<file path="src/rtl/nand_seq_pkg.sv">
package nand_seq_pkg;

   // decoded descriptor word, packed MSB first
   typedef struct packed {
      logic       auto_rs;
      logic       cs;
      logic [2:0] op;
      logic       dbc;
      logic [2:0] naddr;
      logic [7:0] c2;
      logic [7:0] c1;
   } desc_t;

   localparam logic [2:0] OP_READ  = 3'd0;
   localparam logic [2:0] OP_PROG  = 3'd1;
   localparam logic [2:0] OP_ERASE = 3'd2;
   localparam logic [2:0] OP_RDID  = 3'd3;
   localparam logic [2:0] OP_RDST  = 3'd4;

   typedef enum logic [2:0] {
      PK_CMD   = 3'd0,
      PK_ADDR  = 3'd1,
      PK_RDATA = 3'd2,
      PK_WDATA = 3'd3,
      PK_STAT  = 3'd4
   } phase_kind_t;

   function automatic logic op_has_data(input logic [2:0] op);
      return (op == OP_READ) || (op == OP_PROG) || (op == OP_RDID) || (op == OP_RDST);
   endfunction

endpackage

</file>
<file path="src/rtl/nand_desc_loader.sv">
module nand_desc_loader
   import nand_seq_pkg::*;
#(
   parameter int WORD_W  = 32,
   parameter int N_WORDS = 3
) (
   input  logic                          clk,
   input  logic                          rst_n,
   input  logic                          take_en,
   input  logic                          wr_valid,
   input  logic [WORD_W-1:0]             wr_data,
   output desc_t                         desc,
   output logic [(N_WORDS-1)*WORD_W-1:0] addr_bytes,
   output logic                          last_word
);
   localparam int CNT_W = $clog2(N_WORDS + 1);

   if (WORD_W < 26) begin : g_bad_width
      $error("descriptor word narrower than its fields");
   end
   if (N_WORDS < 2) begin : g_bad_count
      $error("descriptor needs at least one address word");
   end

   logic [CNT_W-1:0] cnt;
   logic             take;

   assign take      = take_en && wr_valid;
   assign last_word = take && (cnt == CNT_W'(N_WORDS - 1));

   always_ff @(posedge clk or negedge rst_n) begin
      if (!rst_n) begin
         cnt <= '0;
      end else if (!take_en) begin
         cnt <= '0;
      end else if (take) begin
         cnt <= last_word ? '0 : cnt + 1'b1;
      end
   end

   always_ff @(posedge clk or negedge rst_n) begin
      if (!rst_n) begin
         desc <= '0;
      end else if (take && cnt == '0) begin
         desc.auto_rs <= wr_data[25];
         desc.cs      <= wr_data[24];
         desc.op      <= wr_data[23:21];
         desc.dbc     <= wr_data[19];
         desc.naddr   <= wr_data[18:16];
         desc.c2      <= wr_data[15:8];
         desc.c1      <= wr_data[7:0];
      end
   end

   always_ff @(posedge clk or negedge rst_n) begin
      if (!rst_n) begin
         addr_bytes <= '0;
      end else begin
         for (int i = 1; i < N_WORDS; i++) begin
            if (take && cnt == CNT_W'(i))
               addr_bytes[(i-1)*WORD_W +: WORD_W] <= wr_data;
         end
      end
   end

endmodule

</file>
<file path="src/rtl/nand_phase_seq.sv">
module nand_phase_seq
   import nand_seq_pkg::*;
#(
   parameter int         ADDR_W       = 64,
   parameter int         LEN_W        = 12,
   parameter int         LG_PAGE      = 2048,
   parameter int         LG_SPARE     = 64,
   parameter int         LG_ECC_SPARE = 40,
   parameter int         SM_PAGE      = 512,
   parameter int         SM_SPARE     = 16,
   parameter int         SM_ECC_SPARE = 8,
   parameter int         ID_BYTES     = 8,
   parameter logic [7:0] STATUS_OP    = 8'h70
) (
   input  logic              clk,
   input  logic              rst_n,
   input  logic              run_en,
   input  logic              start,
   input  desc_t             desc,
   input  logic [ADDR_W-1:0] addr_bytes,
   input  logic              large_page,
   input  logic              ecc_en,
   input  logic              ph_ack,
   input  logic              stat_fail,
   output logic              arm,
   output logic              ph_valid,
   output logic [2:0]        ph_kind,
   output logic [7:0]        ph_byte,
   output logic [LEN_W-1:0]  ph_len,
   output logic              ph_cs,
   output logic              ev_cmd,
   output logic              ev_page,
   output logic              ev_bad
);
   localparam int AIDX_W = $clog2(ADDR_W / 8);

   if (LG_PAGE + LG_SPARE >= (1 << LEN_W)) begin : g_bad_len
      $error("LEN_W too narrow for the largest transfer");
   end
   if (LG_ECC_SPARE > LG_SPARE || SM_ECC_SPARE > SM_SPARE) begin : g_bad_spare
      $error("ECC spare count exceeds raw spare count");
   end

   typedef enum logic [2:0] {
      S_IDLE, S_LOAD, S_CMD1, S_ADDR, S_CMD2, S_DATA, S_STAT, S_FIN
   } seq_state_t;

   seq_state_t        state, nxt;
   logic [AIDX_W-1:0] aidx;
   logic [LEN_W-1:0]  data_len;
   logic              fin;

   function automatic seq_state_t tail_st();
      return desc.auto_rs ? S_STAT : S_FIN;
   endfunction

   function automatic seq_state_t after_data_st();
      return (desc.dbc && desc.op == OP_PROG) ? S_CMD2 : tail_st();
   endfunction

   function automatic seq_state_t pre_data_st();
      return op_has_data(desc.op) ? S_DATA : after_data_st();
   endfunction

   function automatic seq_state_t after_addr_st();
      return (desc.dbc && desc.op != OP_PROG) ? S_CMD2 : pre_data_st();
   endfunction

   always_comb begin
      case (state)
         S_CMD1:  nxt = (desc.naddr != 3'd0) ? S_ADDR : after_addr_st();
         S_ADDR:  nxt = (aidx == AIDX_W'(desc.naddr - 3'd1)) ? after_addr_st() : S_ADDR;
         S_CMD2:  nxt = (desc.op == OP_PROG) ? tail_st() : pre_data_st();
         S_DATA:  nxt = after_data_st();
         S_STAT:  nxt = S_FIN;
         default: nxt = state;
      endcase
   end

   always_comb begin
      if (desc.op == OP_RDID || desc.op == OP_RDST)
         data_len = LEN_W'(ID_BYTES);
      else if (large_page)
         data_len = ecc_en ? LEN_W'(LG_PAGE + LG_ECC_SPARE) : LEN_W'(LG_PAGE + LG_SPARE);
      else
         data_len = ecc_en ? LEN_W'(SM_PAGE + SM_ECC_SPARE) : LEN_W'(SM_PAGE + SM_SPARE);
   end

   always_ff @(posedge clk or negedge rst_n) begin
      if (!rst_n) begin
         state <= S_IDLE;
         aidx  <= '0;
      end else if (!run_en) begin
         state <= S_IDLE;
         aidx  <= '0;
      end else begin
         case (state)
            S_IDLE: state <= S_LOAD;
            S_LOAD: if (start) state <= S_CMD1;
            default: begin
               if (ph_ack) begin
                  state <= (nxt == S_FIN) ? S_IDLE : nxt;
                  aidx  <= (state == S_ADDR) ? aidx + 1'b1 : '0;
               end
            end
         endcase
      end
   end

   assign arm      = (state == S_LOAD);
   assign ph_valid = (state == S_CMD1) || (state == S_ADDR) || (state == S_CMD2) ||
                     (state == S_DATA) || (state == S_STAT);
   assign ph_cs    = ph_valid && desc.cs;

   always_comb begin
      ph_kind = PK_CMD;
      ph_byte = 8'h00;
      ph_len  = '0;
      case (state)
         S_CMD1: ph_byte = desc.c1;
         S_ADDR: begin
            ph_kind = PK_ADDR;
            ph_byte = addr_bytes[aidx*8 +: 8];
         end
         S_CMD2: ph_byte = desc.c2;
         S_DATA: begin
            ph_kind = (desc.op == OP_PROG) ? PK_WDATA : PK_RDATA;
            ph_len  = data_len;
         end
         S_STAT: begin
            ph_kind = PK_STAT;
            ph_byte = STATUS_OP;
         end
         default: ;
      endcase
   end

   assign fin     = run_en && ph_valid && ph_ack && (nxt == S_FIN);
   assign ev_page = fin && (desc.op == OP_READ);
   assign ev_bad  = fin && (desc.op != OP_READ) && (state == S_STAT) && stat_fail;
   assign ev_cmd  = fin && !ev_page && !ev_bad;

endmodule

</file>
<file path="src/rtl/nand_event_flags.sv">
module nand_event_flags #(
   parameter int N = 3
) (
   input  logic         clk,
   input  logic         rst_n,
   input  logic [N-1:0] set,
   input  logic [N-1:0] clr,
   output logic [N-1:0] q
);
   for (genvar gi = 0; gi < N; gi++) begin : g_flag
      always_ff @(posedge clk or negedge rst_n) begin
         if (!rst_n)       q[gi] <= 1'b0;
         else if (set[gi]) q[gi] <= 1'b1;
         else if (clr[gi]) q[gi] <= 1'b0;
      end
   end
endmodule

</file>
<file path="src/rtl/nand_cmd_sequencer.sv">
module nand_cmd_sequencer
   import nand_seq_pkg::*;
#(
   parameter int         WORD_W       = 32,
   parameter int         LEN_W        = 12,
   parameter int         LG_PAGE      = 2048,
   parameter int         LG_SPARE     = 64,
   parameter int         LG_ECC_SPARE = 40,
   parameter int         SM_PAGE      = 512,
   parameter int         SM_SPARE     = 16,
   parameter int         SM_ECC_SPARE = 8,
   parameter int         ID_BYTES     = 8,
   parameter logic [7:0] STATUS_OP    = 8'h70
) (
   input  logic              clk,
   input  logic              rst_n,
   input  logic              run_en,
   input  logic              wr_valid,
   input  logic [WORD_W-1:0] wr_data,
   input  logic              large_page,
   input  logic              ecc_en,
   output logic              wcmd_req,
   output logic              ph_valid,
   output logic [2:0]        ph_kind,
   output logic [7:0]        ph_byte,
   output logic [LEN_W-1:0]  ph_len,
   output logic              ph_cs,
   input  logic              ph_ack,
   input  logic              stat_fail,
   input  logic [2:0]        flag_clr,
   output logic              cmd_done,
   output logic              page_done,
   output logic              bad_blk
);
   localparam int N_WORDS = 3;
   localparam int ADDR_W  = (N_WORDS - 1) * WORD_W;

   desc_t             desc;
   logic [ADDR_W-1:0] addr_bytes;
   logic              last_word;
   logic              arm;
   logic              ev_cmd, ev_page, ev_bad;
   logic [2:0]        flags;

   nand_desc_loader #(.WORD_W(WORD_W), .N_WORDS(N_WORDS)) u_loader (
      .clk        (clk),
      .rst_n      (rst_n),
      .take_en    (arm && run_en),
      .wr_valid   (wr_valid),
      .wr_data    (wr_data),
      .desc       (desc),
      .addr_bytes (addr_bytes),
      .last_word  (last_word)
   );

   nand_phase_seq #(
      .ADDR_W(ADDR_W), .LEN_W(LEN_W),
      .LG_PAGE(LG_PAGE), .LG_SPARE(LG_SPARE), .LG_ECC_SPARE(LG_ECC_SPARE),
      .SM_PAGE(SM_PAGE), .SM_SPARE(SM_SPARE), .SM_ECC_SPARE(SM_ECC_SPARE),
      .ID_BYTES(ID_BYTES), .STATUS_OP(STATUS_OP)
   ) u_seq (
      .clk        (clk),
      .rst_n      (rst_n),
      .run_en     (run_en),
      .start      (last_word),
      .desc       (desc),
      .addr_bytes (addr_bytes),
      .large_page (large_page),
      .ecc_en     (ecc_en),
      .ph_ack     (ph_ack),
      .stat_fail  (stat_fail),
      .arm        (arm),
      .ph_valid   (ph_valid),
      .ph_kind    (ph_kind),
      .ph_byte    (ph_byte),
      .ph_len     (ph_len),
      .ph_cs      (ph_cs),
      .ev_cmd     (ev_cmd),
      .ev_page    (ev_page),
      .ev_bad     (ev_bad)
   );

   nand_event_flags #(.N(3)) u_flags (
      .clk   (clk),
      .rst_n (rst_n),
      .set   ({ev_bad, ev_page, ev_cmd}),
      .clr   (flag_clr),
      .q     (flags)
   );

   assign wcmd_req  = arm;
   assign cmd_done  = flags[0];
   assign page_done = flags[1];
   assign bad_blk   = flags[2];

endmodule

</file>
<file path="config.mk">
export PLATFORM = sky130hd
export DESIGN_NAME = nand_cmd_sequencer
export DESIGN_NICKNAME = d
export VERILOG_FILES = /design/src/rtl/nand_seq_pkg.sv /design/src/rtl/nand_desc_loader.sv /design/src/rtl/nand_phase_seq.sv /design/src/rtl/nand_event_flags.sv /design/src/rtl/nand_cmd_sequencer.sv
export SDC_FILE = /design/constraint.sdc
export NUM_CORES = 1
export LEC_CHECK = 0
export CORE_ASPECT_RATIO = 1.4
export CORE_UTILIZATION = 40
export CTS_CLUSTER_DIAMETER = 120
export DETAILED_ROUTE_END_ITERATION = 7
export PLACE_DENSITY = 0.72
export SYNTH_ARGS = -nofsm -noshare
export SYNTH_HDL_FRONTEND = slang
export SYNTH_HIERARCHICAL = 1
export SYNTH_SLANG_ARGS = --single-unit
</file>
<file path="constraint.sdc">
create_clock -name clk -period 2.3 [get_ports clk]
set_input_delay 0.46 -clock clk [delete_from_list [all_inputs] [get_ports clk]]
set_output_delay 0.46 -clock clk [all_outputs]
set_load 0.01 [all_outputs]
</file>
==> results.md, run 1 <==
- Result of the run: finished, violations left
- Violations in the final reports: DRC, setup timing
- Commonest register cell after synthesis: dfrtp_1
- TritonCTS buffer count: 9
- Clock transition time at the flip-flop clock pins of the worst setup and hold paths: approximately 70 ps
- Final setup slack of the worst path: -224 ps
- Worst slew margin: about 65%
- Class of the tightest hold or removal check: input port to asynchronous set/reset pin
- CP Launch Type: register
- Worst Path Max Fanout: 6
- Worst Setup Slack post-DPL: -241 ps
- Antenna Nets Post-Route: 0
- Number of endpoints with negative hold slack in the final report: 0
- Crit end category: primary output
- Total number of yosys warnings: 6
- Cell Area, Synth: approximately 5200 sq um
- Fraction of the cycle the final worst path needs: 110%
- Vias/cell: ~5.4
- Number of flops mapped to enable cells by yosys: 0
- Combined buffer and inverter count along the critical path: 3
- Most common cell after layout, fill and taps aside: dfrtp_1
- Initial core utilization: roughly 41%
- Final setup vio count: 8
- Congestion Overflow GR: 0
- Count of unresolved DRC violations after routing: 8
- Classification of the worst setup path: register to primary output
- Most frequent cells in the layout: dfrtp_1, mux2_2, clkdlybuf4s50_1
- Fraction of registers with async set/reset: 100%
- Unique cell type count in the Yosys netlist: 59
- Global-route wire length before repair: 18.9 mm
- Maximum capacitance violations: 0
- Via count: 3446
- Share of cells above drive strength 1: 42.1%
- Largest net degree at the start of global routing: between 40 and 50
- Mean instance size in the synthesized netlist: 13.5 sq um
- Worst-margin pin slew: around 530 ps
- Register area share after synthesis: 48.6%
- Portion of synthesized cell area occupied by the leading cell type: 48.6%
- Hold_ws: 52.2 ps
- Setup repair after global routing missed its margin: true
- WL final: ~12 mm
- Worst path max stage delay: around 480 ps
- Average wire per standard cell: between 15 and 20 um
- Clock sink total: 100
- Setup tns final: -1170 ps
- Top achievable clock speed: ~400 MHz
- Pre-antenna DRT Iters: 6
- Largest area contributor in the synthesized netlist: dfrtp_1
- CORE AREA: 12400 sq um
- Placed Area: ~6000 sq um
- Number of instances in the synthesized netlist: roughly 380
- Standard-cell row count: 48
- Reg-to-reg critical path startpoint: u_seq/state[1]$_DFFE_PN0P_
- Die Area: about 13000 sq um
- Antenna violations before repair: 0
- Net count, final: between 500 and 600
- Root cell of the clock tree: clkbuf_16
- Later-pin clock latency in the skew report: around 340 ps
- Number of global-route vias before repair: about 3700
- Power consumption: a little under 7 mW
- Final critical-path required period: about 2500 ps
- Detail Placement HPWL: a little over 8 mm
- Max Clock Skew: between 5 and 6 ps
- CTS tree: done
- I/O pin count: 72
- Overall Global Routing Usage: a little under a fifth
- CP Data Required Time: 1840 ps
- IR drop worst, VDD: 0.369 mV
- PortBufs: 65
- Largest cells by area after synthesis: dfrtp_1, mux2_2, mux4_2, mux2_4, mux2i_1
- Critical path cell sequence: buf_6, buf_4, mux4_2, mux2i_1, nor2_1, a21oi_1, o21ai_1, buf_2
- Chip height: 136 um
- Post-layout instance area: roughly 6600 sq um
- Arr. time, crit path: ~2000 ps
- Standard cell with the maximum stage delay on the critical path: mux4_2
- Cell family with the largest share of critical-path delay: multiplexers
- Power density over cell area: 1040 nW/um^2
- Maximum level of the CTS H-tree: 3
- Clock Tree Buf Depth: 2
- Weighted congestion at the end of routability-driven global placement: ~0.81
- Diode count: 0
- Final max-slew violation count: 0
- Layout area overhead: 27.2%
- Leakage: ~3.1 nW
- DIE WIDTH: approximately 100 um
- Drt initial violations: about 160
- Beginning of the critical path: u_seq/aidx[0]$_DFFE_PN0P_
- Synthesis-stage register bit count: 100
==> kinds of logic (layout without fill, tap and decap cells) <==
logic type	after synthesis	after routing	share of synthesized area, %
XOR/XNOR	4	4	0.680
AND/OR/NAND/NOR	61	61	7.41
AO/OA/AOI/OAI	54	54	7.58
buffers and inverters	43	144	5.08
adder cells (fa/ha/maj)	3	3	0.729
multiplexers	115	115	29.9
flip-flops	100	100	48.6
other	1	6	0.0728
==> through the flow <==
step | std cells | util (%)
floorplan | 386 | -
global placement | 606 | 49.3
detailed placement | 606 | 49.3
CTS | 635 | 52.4
global route | 637 | 52.7
finish | 637 | 52.7
==> final cells by class <==
cell class | instances | area, sq um
inverters | 15 | 56.3
multi-input cells | 243 | 2440
clock buffers | 11 | 253
clock inverters | 5 | 60.1
repair buffers | 113 | 1050
fillers | 1017 | 5880
flip-flops and latches | 100 | 2500
well taps | 150 | 188
==> cells in the mapped netlist, types with 2 or more instances <==
cell type / count
nand3_1: 2
o211ai_1: 2
nand2_1: 14
mux2_2: 70
xor2_1: 2
buf_4: 12
mux2i_1: 9
mux4_2: 16
nand4b_2: 2
o21a_1: 4
buf_12: 2
mux2_4: 20
nor2_1: 11
nand3b_1: 2
or2b_1: 2
nand2b_1: 3
o21ai_0: 7
inv_1: 15
a21o_1: 3
a211oi_1: 2
nor2b_1: 2
clkbuf_1: 5
buf_2: 6
o22ai_1: 4
and2_1: 6
ha_1: 3
xnor2_1: 2
dfrtp_1: 100
nor3b_4: 2
buf_6: 2
a21oi_1: 17
nor3_1: 5
==> timing repair <==
action / 4_1_cts / 5_1_grt
pin swaps: 6 / 7
hold buffers: 0 / 0
endpoints found under the setup margin: 19 / 20
resized for setup: 59 / 17
setup buffers: 15 / 3
==> flip-flops by register name, summed over array words and instances, names as in the netlist <==
name and count:
u_flags/q 3, u_loader/desc 25, u_seq/state 3, u_seq/aidx 3, u_loader/cnt 2, u_loader/addr_bytes 64
==> metal layers <==
metal | up-vias | part of all wire, % | GRT usage [%]
met4 | 0 | 3.2 | 9.26
li1 | 1575 | - | -
met2 | 87 | 53 | 33.4
met1 | 1757 | 41 | 21.5
met5 | - | 0 | 0
met3 | 27 | 3.1 | 2.67
==> path summary, 6_finish.rpt <==
| kind | endpoint | cells past startpoint | slack [ps] |
|---|---|---|---|
| max | ph_byte[3] | 8 | -220 |
| min | u_loader/addr_bytes[47]$_DFFE_PN0P_ | 1 | 50 |
| max reg2reg | u_loader/desc[3]$_DFFE_PN0P_ | 8 | 190 |
| min reg2reg | u_flags/q[1]$_DFFE_PN0P_ | 1 | 480 |
| max in group asynchronous | u_loader/desc[13]$_DFFE_PN0P_ | 2 | 1550 |
| min in group clk | u_flags/q[1]$_DFFE_PN0P_ | 1 | 480 |
==> power breakdown <==
group          switching, mW  internal (mW)  total (mW)
clock network          0.643          0.904        1.55
logic                   1.17           1.49        2.66
registers              0.337           2.27        2.60
total                   2.15           4.66        6.81
No activity file was read; power rests on OpenSTA's default activity.
==> run 2: changes to the inputs <==
CORE_MARGIN = 4   (was default)
SLEW_MARGIN = 20   (was default)
==> results.md, run 2 (same netlist as run 1, synthesis figures left out) <==
- Result of the run: finished, violations left
- Violations in the final reports: setup timing
- Combinational share of power: between 30% and 40%
- Sequential power share: a little under two fifths
- Standard cell with the maximum stage delay on the critical path: mux4_2
- Number of flip-flops in the largest register: 64
- Final setup vio count: 8
- Class of the tightest hold or removal check: input port to asynchronous set/reset pin
- DIE WIDTH: 104 um
- Layout area overhead: 25.3%
- Antenna violations before repair: 0
- Top flop regs: u_loader/addr_bytes: 64 flops, u_loader/desc: 25 flops
- Final critical-path required period: 2480 ps
- CTS tree: done
- Leakage: 3.03 nW
- Most congested layer reported by global routing: met2
- Combined buffer and inverter count along the critical path: 4
- Die Area: between 10000 and 15000 sq um
- Global-route wire length before repair: about 19 mm
- Number of global-route vias before repair: between 3000 and 4000
- I/O pin count: 72
- Net count, final: between 500 and 600
- Classification of the worst setup path: register to primary output
- Final setup slack of the worst path: -181 ps
- Number of buffers inserted by hold repair at cts: 0
- Chip height: 142 um
- GR met2 Demand/Resource: 29.6%
- Worst-margin pin slew: 503 ps
- Fill cell count: approximately 1000
- Average wire per standard cell: 18.8 um
- Worst Path Max Fanout: 6
- Pre-antenna DRT Iters: 4
- Clock sink total: 100
- Path depth of the worst reg2reg path: 8
- Clock Tree Buf Depth: 2
- Weighted congestion at the end of routability-driven global placement: between 0.8 and 0.9
- Initial core utilization: 41.2%
- Arr. time, crit path: 2020 ps
- Switch Pwr: roughly 2.1 mW
- Top achievable clock speed: slightly above 400 MHz
- WL final: about 12 mm
- PortBufs: 65
- Most common cell after layout, fill and taps aside: dfrtp_1
- Via count: 3354
- Cell family with the largest share of critical-path delay: multiplexers
- Count of unresolved DRC violations after routing: 0
- Crit end category: primary output
- CP Launch Type: register
- Critical path cell sequence: buf_6, buf_12, buf_12, mux4_2, mux2i_2, o22ai_1, buf_2
- CORE AREA: around 12000 sq um
- Clk network pwr share: between 20 and 25%
- Root cell of the clock tree: clkbuf_16
- Standard-cell row count: 48
- Max Clock Skew: between 6 and 7 ps
- Setup tns final: -1050 ps
- Sw Ratio: 30.7%
- Number of endpoints with negative hold slack in the final report: 0
- Multi-input logic area: roughly 2400 sq um
- Power density over cell area: 1050 nW/um^2
- Cell-internal power: ~4.7 mW
- IR drop worst, VDD: 0.371 mV
- CP Data Required Time: roughly 1800 ps
- Fraction of the cycle the final worst path needs: 108%
- Final max-slew violation count: 0
- Diode count: 0
- Later-pin clock latency in the skew report: ~340 ps
- Global-route met1 utilization: a little under a fifth
- Clock transition time at the flip-flop clock pins of the worst setup and hold paths: around 70 ps
- Share of cells above drive strength 1: around two fifths
- Congestion Overflow GR: 0
- TritonCTS buffer count: 9
- Setup repair after global routing missed its margin: true
- Detail Placement HPWL: 8.29 mm
- Most frequent cells in the layout: dfrtp_1, mux2_2, clkdlybuf4s50_1
- Final standard cell utilization of the core: 51.7%
- Worst slew margin: 66.3%
- Largest net degree at the start of global routing: 41
- Antenna Nets Post-Route: 0
- Maximum level of the CTS H-tree: 3
- Drt initial violations: 170
- Global routing usage on met3: 3.09%
- Path length in cells of the critical path: 7
- Maximum capacitance violations: 0
- Register Area: about 2500 sq um
- Top cell by count, worst path: buf_12
- Register with the most flip-flops: u_loader/addr_bytes
- Overall Global Routing Usage: approximately 16%
- Vias/cell: 5.41
- Worst path max stage delay: just over 500 ps
==> run 2: routing by layer <==
layer	share of wire, %	vias up
met5	0	-
met4	1.9	0
met3	4.2	14
met2	54	82
met1	40	1706
li1	-	1552
==> run 2: per-stage QoR <==
step	hold WS, ps	instance area [sq um]	power, mW	worst slack (ps)	instances
after floorplan	164	5170	4.20	10.2	386
after global placement	439	6100	5.00	-122	601
after detailed placement	441	6100	5.11	-135	601
after CTS	71.7	6450	6.80	-216	621
after global routing	96.0	6450	7.13	-273	620
final	69.2	6450	6.75	-181	620
==> run 2: layout make-up <==
type                    instances  share of cell area, %
multi-input cells             243                   37.7
clock inverters                 5                   1.30
repair buffers                 96                   14.5
clock buffers                  11                   3.92
inverters                      15                  0.872
flip-flops and latches        100                   38.8
well taps                     150                   2.91
==> run 2: power by group through the flow <==
stage | logic, mW | clock network [mW] | registers [mW]
after floorplan | 1.66 | 0 | 2.54
after CTS | 2.52 | 1.70 | 2.57
after global placement | 2.43 | 0 | 2.57
after global routing | 2.72 | 1.77 | 2.64
after detailed placement | 2.51 | 0 | 2.60
final | 2.52 | 1.66 | 2.57
==> run 2: timing repair <==
item	in CTS	in global routing
setup endpoints to repair	18	16
resized for setup	50	8
setup buffers	4	0
cloned	1	0
pin swaps	5	8
==> run 2: worst paths after layout <==
check                                           start                             endpoint  slack, ps
hold / removal                                  rst_n  u_loader/addr_bytes[42]$_DFFE_PN0P_         70
hold reg to reg              u_flags/q[1]$_DFFE_PN0P_             u_flags/q[1]$_DFFE_PN0P_        480
max in group asynchronous                       rst_n             u_flags/q[0]$_DFFE_PN0P_       1610
setup reg to reg           u_seq/state[1]$_DFFE_PN0P_         u_loader/desc[4]$_DFFE_PN0P_        150
min in group clk             u_flags/q[1]$_DFFE_PN0P_             u_flags/q[1]$_DFFE_PN0P_        480
setup / recovery            u_seq/aidx[0]$_DFFE_PN0P_                           ph_byte[4]       -180
